$ cat src/rtl/irq_route_regs.sv
module irq_route_regs #(
  parameter int NUM_ENTRIES = 24,
  parameter logic [7:0] VERSION = 8'h11
) (
  input  logic                          clk,
  input  logic                          rst_n,
  input  logic [31:0]                   addr,
  input  logic                          wr_en,
  input  logic [31:0]                   wdata,
  input  logic                          rd_en,
  output logic [31:0]                   rdata,
  output logic [64*NUM_ENTRIES-1:0]     entries,
  output logic                          notify,
  output logic [$clog2(NUM_ENTRIES)-1:0] notify_idx
);
  localparam int IDXW = $clog2(NUM_ENTRIES);
  localparam logic [7:0] OFS_SEL = 8'h00;
  localparam logic [7:0] OFS_WIN = 8'h10;
  localparam logic [7:0] TBL_BASE = 8'h10;
  localparam logic [63:0] MASKED = 64'h1_0000;

  logic [7:0]  sel_q;
  logic [7:0]  id_q;
  logic [63:0] tbl [NUM_ENTRIES];

  wire       hit_sel = addr[7:0] == OFS_SEL;
  wire       hit_win = addr[7:0] == OFS_WIN;
  wire [7:0] ent_off = sel_q - TBL_BASE;
  wire [6:0] ent_num = ent_off[7:1];
  wire       ent_ok  = (sel_q >= TBL_BASE) && (int'(ent_num) < NUM_ENTRIES);
  wire [IDXW-1:0] ent_idx = IDXW'(ent_num);
  wire       ent_wr  = wr_en && hit_win && ent_ok;

  always_ff @(posedge clk) begin
    if (!rst_n) begin
      sel_q <= '0;
      id_q  <= '0;
    end else if (wr_en && hit_sel) begin
      sel_q <= wdata[7:0];
    end else if (wr_en && hit_win && sel_q == 8'h00) begin
      id_q <= wdata[31:24];
    end
  end

  for (genvar i = 0; i < NUM_ENTRIES; i++) begin : g_ent
    always_ff @(posedge clk) begin
      if (!rst_n)
        tbl[i] <= MASKED;
      else if (ent_wr && ent_idx == IDXW'(i)) begin
        if (sel_q[0]) tbl[i][63:32] <= wdata;
        else          tbl[i][31:0]  <= wdata;
      end
    end
    assign entries[64*i +: 64] = tbl[i];
  end

  logic [31:0] win_val;
  always_comb begin
    win_val = '0;
    case (sel_q)
      8'h00: win_val = {id_q, 24'h0};
      8'h01: win_val = {8'h0, 8'(NUM_ENTRIES - 1), 8'h0, VERSION};
      default:
        if (ent_ok)
          win_val = sel_q[0] ? tbl[ent_idx][63:32] : tbl[ent_idx][31:0];
    endcase
  end

  always_ff @(posedge clk) begin
    if (!rst_n) begin
      rdata      <= '0;
      notify     <= 1'b0;
      notify_idx <= '0;
    end else begin
      if (rd_en)
        rdata <= hit_sel ? {24'h0, sel_q} : hit_win ? win_val : 32'h0;
      notify <= ent_wr;
      if (ent_wr) notify_idx <= ent_idx;
    end
  end

  p_notify_cause_r10: assert property (@(posedge clk) disable iff (!rst_n)
    notify |-> $past(wr_en && addr[7:0] == OFS_WIN));
  p_sel_hold_r2: assert property (@(posedge clk) disable iff (!rst_n)
    !(wr_en && hit_sel) |=> $stable(sel_q));
  p_id_hold_r3: assert property (@(posedge clk) disable iff (!rst_n)
    !(wr_en && hit_win) |=> $stable(id_q));
  p_tbl_hold_r11: assert property (@(posedge clk) disable iff (!rst_n)
    !(wr_en && hit_win) |=> $stable(entries));
  p_rdata_hold_r1: assert property (@(posedge clk) disable iff (!rst_n)
    !rd_en |=> $stable(rdata));
endmodule

$ cat config.mk
export PLATFORM = sky130hd
export DESIGN_NAME = irq_route_regs
export DESIGN_NICKNAME = d
export VERILOG_FILES = /design/src/rtl/irq_route_regs.sv
export SDC_FILE = /design/constraint.sdc
export NUM_CORES = 2
export LEC_CHECK = 0
export BUFFER_PORTS_ARGS = -buffer_cell sky130_fd_sc_hd__buf_4
export CORE_AREA = 4 4 645 647
export DETAILED_ROUTE_END_ITERATION = 7
export DIE_AREA = 0 0 649 651
export SLEW_MARGIN = 20
export SYNTH_ARGS = -nofsm -noshare
export SYNTH_HDL_FRONTEND = slang
export SYNTH_SLANG_ARGS = --single-unit
$ cat constraint.sdc
create_clock -name clk -period 6.6 [get_ports clk]
set_clock_uncertainty 0.2 [all_clocks]
set_input_delay 1.32 -clock clk [delete_from_list [all_inputs] [get_ports clk]]
set_output_delay 1.32 -clock clk [all_outputs]
set_load 0.005 [all_outputs]
[Word-level counts from Yosys, hierarchy flattened]
Memories as Yosys holds them, arrays and structs flattened.
Index checks and enable logic that the tools add are counted.
Operators by class
  bitwise operators: 49
  muxes and demuxes: 200
  magnitude comparators: 2
  $add $sub $neg: 1
  reductions and logical operators: 33
  eq/ne operators: 25
Operators with widths (number)
  $mux W32: 52
  $mux W1: 147
  $pmux W32 S2: 1
  $or A1 B1 Y1: 48
  $eq A5 B4 Y1 const B: 8
  $eq A5 B5 Y1 const B: 8
  $logic_and A1 B1 Y1: 29
  $eq A5 B3 Y1 const B: 4
  $logic_not A8 Y1: 2
  $eq A5 B2 Y1 const B: 2
  $eq A8 B1 Y1 const B: 1
  $eq A8 B5 Y1 const B: 1
  $ge A8 B5 Y1 const B: 1
  $sub A8 B5 Y8 const B: 1
  $lt A7 B5 Y1 const B: 1
  $eq A5 B1 Y1 const B: 1
  $logic_not A5 Y1: 1
  $reduce_and A2 Y1: 1
  $not A1 Y1: 1
Storage, ports and cells
  output and inout port bits: 1574
  input bits: 68
  logic and storage cells: 316
  bits in registers: 54
  memories kept: 1
  bits in writable memories: 1536
Memories
  tbl: depth 24, bits a word 64, read ports 25, clocked after memory_dff 0, write ports 24, RTL line 24  | logic [63:0] tbl [NUM_ENTRIES];

[Depth between registers and ports, before layout]
  word-level depth: 9
  mapped depth: 15
  mapped depth without buffers: 8

[Least setup slack after synthesis]
OpenSTA, ideal clock, no wires.
  kind: register to register
  start point: register sel_q[4]
  end point: memory tbl[17][32], enable pin
  required time: 5.934 ns
  setup time: 0.466 ns
  cell stages (with the launch flop): 13
  clock period less this slack: 5.591 ns
  path slack: 1.009 ns
  data arrival time: 4.925 ns
  buffers on the path: 7
  cell sequence: dfxtp_1 > buf_2 > buf_2 > inv_2 > clkbuf_1 > clkbuf_1 > ha_1 > clkbuf_1 > clkbuf_1 > buf_1 > nor2_1 > nand3_1 > o21ai_0
RTL lines
  from (decl): RTL line 22  | logic [7:0] sel_q;
  from (signal assigned): RTL line 39  | sel_q <= wdata[7:0];
  to (decl): RTL line 24

==> results.md <==
* First-pass iteration count of the detailed router at 6
* Kind of critical path: input pin to register
* Die span in x at 649 um
* Syn-to-layout area delta at 35.8%
* Slew headroom at 24.8%
* DPL Wire Length at 416000 um
* Final slew viol count at 0
* Hold path depth at 2
* Antenna viol nets, final at 0
* Most numerous cell in the Yosys netlist: edfxtp_1
* Post-CTS Setup Repair Bufs at 0
* # IOs at 1642
* Resized cells post-CTS at 0
* Num rows at 235
* Wire per inst at 44.4 um
* Hold Path Class: register to register
* Setup TNS at 0 ns
* Final Critical Period at 4.34 ns
* Final Hold Fails at 0
* Hold buffer count at CTS at 0
* Total GRT Usage at 24.4%
* Cells after Synth at 4868
* R2r startpoint: sel_q[5]
* Root buf cell: clkbuf_16
* Sequential element share of the synthesized area at 64.6%
* Final WL at 536000 um
* Startpoint of the worst hold path: rdata[10]
* Pwr dens at 255 mW/mm^2
* Flop2flop setup slack at 2.34 ns
* DRC errors left at 0
* WP data arrival at 4.74 ns
* Hold endpoint: rdata[10]
* Max Fclk at 0.230 GHz
* Global-route wire length before repair at 655000 um
* Synth Flop Type: edfxtp_1
* Max cap viols at 0
* Largest net degree at the start of global routing at 89
* Total number of vias at 54000
* LEAKAGE at 35.9 nW
* Worst Setup End Kind: register
* Unrepaired setup endpoints after global routing: no
* Synth Cell Area at 0.0731 mm^2
* Worst Path Required at 7.00 ns
* Setup Viol. Count Final at 0
* Initial antenna violation count at 123
* Die H at 651 um
* Status: completed
* Layout cells sized above 1 at 39.6%
* Total of warnings raised by yosys at 0
* Synthesized Nets at 4938
* EDFF count, synth at 1536
* Worst setup margin at 2.26 ns
* Clk Latency, worst-skew pair at 0.89 ns
* Synth unique cells at 66
* GPL Wtd Cong at 0.891
* Leading area contributor after synthesis: edfxtp_1
* Initial Utilization at 17.9%
* Vias in the first global route at 51700
* DIE AREA at 0.422 mm^2
* Fill count at 42600
* GRT overflow at 0
* Num CTS Buffers at 197
* CTS max path bufs at 4
* Commonest cells in the netlist: edfxtp_1, and2_1, mux4_2
* Vias/cell at 4.47
* # H-tree levels at 4
* Mean post-synth cell area at 15.0 um^2
* Clock sinks at 1590
* Core Region at 0.410 mm^2
* Post-layout util at 24.2%
* Port Buffers at 1617
* Crit start category: input pin
* Max FO, Critical Path at 19
* Period utilization at 65.8%
* CTS clk-pin slew, worst paths at 0.06 ns
* Drt initial violations at 7805
* Worst VDD drop at 0.198 mV
* Pre-CTS setup slack at 1.26 ns
* Worst R2R Path Depth at 9
* Post-synthesis register bit count at 1590
* CTS tree: built
* Worst-margin pin slew at 1.13 ns
* FF-to-FF End: tbl[6][47]
* Final #Nets at 6501
* Post-synth top area share at 63.1%
* Synth area leaders: edfxtp_1, and2_1, mux4_2
* Async set-or-reset flop fraction in the synthesized netlist at 0%
[state kept, by name (all words and copies together) (netlist names)]
name / flops
id_q: 8
tbl: 1536
notify_idx: 5
rdata: 32
notify: 1
sel_q: 8
[critical path: stages]
cell	delay, ns
buf_4	0.11
nor3_1	0.38
buf_4	0.22
and4b_1	0.28
nand4_2	0.25
or3_2	0.74
buf_4	0.34
o21ai_4	0.69
buf_12	0.28
[cell type report]
type,instances,area (um^2),share of cell area [%]
Sequential cell,1590,47200,47.5
Multi-Input combinational cell,2779,23800,24.0
Timing Repair Buffer,1854,14700,14.8
Tap cell,5451,6820,6.87
Clock buffer,226,5040,5.07
Clock inverter,130,1510,1.52
Antenna cell,45,113,0.113
Inverter,9,38.8,0.0391
[worst max path at each step]
stage / cells past startpoint / end / slack, ns / startpoint
global placement: 9 / tbl[6][43] / 1.27 / addr[1]
global route: 9 / tbl[6][49] / 2.16 / addr[1]
floorplan: 12 / tbl[17][32] / 1.01 / sel_q[4]
finish: 9 / tbl[6][47] / 2.26 / addr[1]
detailed placement: 8 / tbl[5][57] / 1.26 / addr[1]
CTS: 9 / tbl[6][48] / 2.28 / addr[1]
[power breakdown]
group	internal, mW	total (mW)	switching (mW)	leakage, nW
logic	0.706	2.11	1.40	17.1
registers	11.4	11.8	0.374	15.6
clock network	6.46	11.4	4.91	3.16
[placed cells by master, fill, tap and decap left out, drive strengths merged, types with 28 or more instances in the layout]
cell type	Yosys	final
nor2b	30	30
dfxtp	54	54
diode	0	45
mux2i	215	215
nor2	77	77
nand3	47	47
a22oi	28	28
and2	1520	1520
o21ai	153	153
or3	33	33
edfxtp	1536	1536
a21oi	30	30
mux4	304	304
clkbuf	237	226
a221oi	43	43
buf	253	1854
nand2	120	120
clkinv	0	85
[cells by family (layout without fill, tap and decap cells)]
group	count (synthesis)	count (layout)	synth area share, %
and+or+nand+nor	1860	1860	15.7
DFF	1590	1590	64.6
muxes	537	537	12.6
buffers and inverters	499	2219	3.75
AOI/OAI and AO/OA	380	380	3.37
adders and majority gates	2	2	0.0342
other	0	45	0
[stage by stage]
stage	area, um^2	std cells	hold slack, ns	power (mW)
detailed placement	92700	11700	0.250	14.2
global placement	92600	11700	0.247	14.2
global route	99200	12000	0.274	25.9
floorplan	73100	4868	0.235	12.3
CTS	99200	12000	0.267	25.6
finish	99300	12100	0.264	25.3
[per-layer routing]
metal	up-vias	GRT usage, %	share of wire, %
met5	-	0	0.018
met4	14	12.4	6.1
met3	777	7.57	10
met2	3864	40.4	47
met1	28300	28.3	37
li1	21100	-	-
Power figures use the tool's default switching activity.
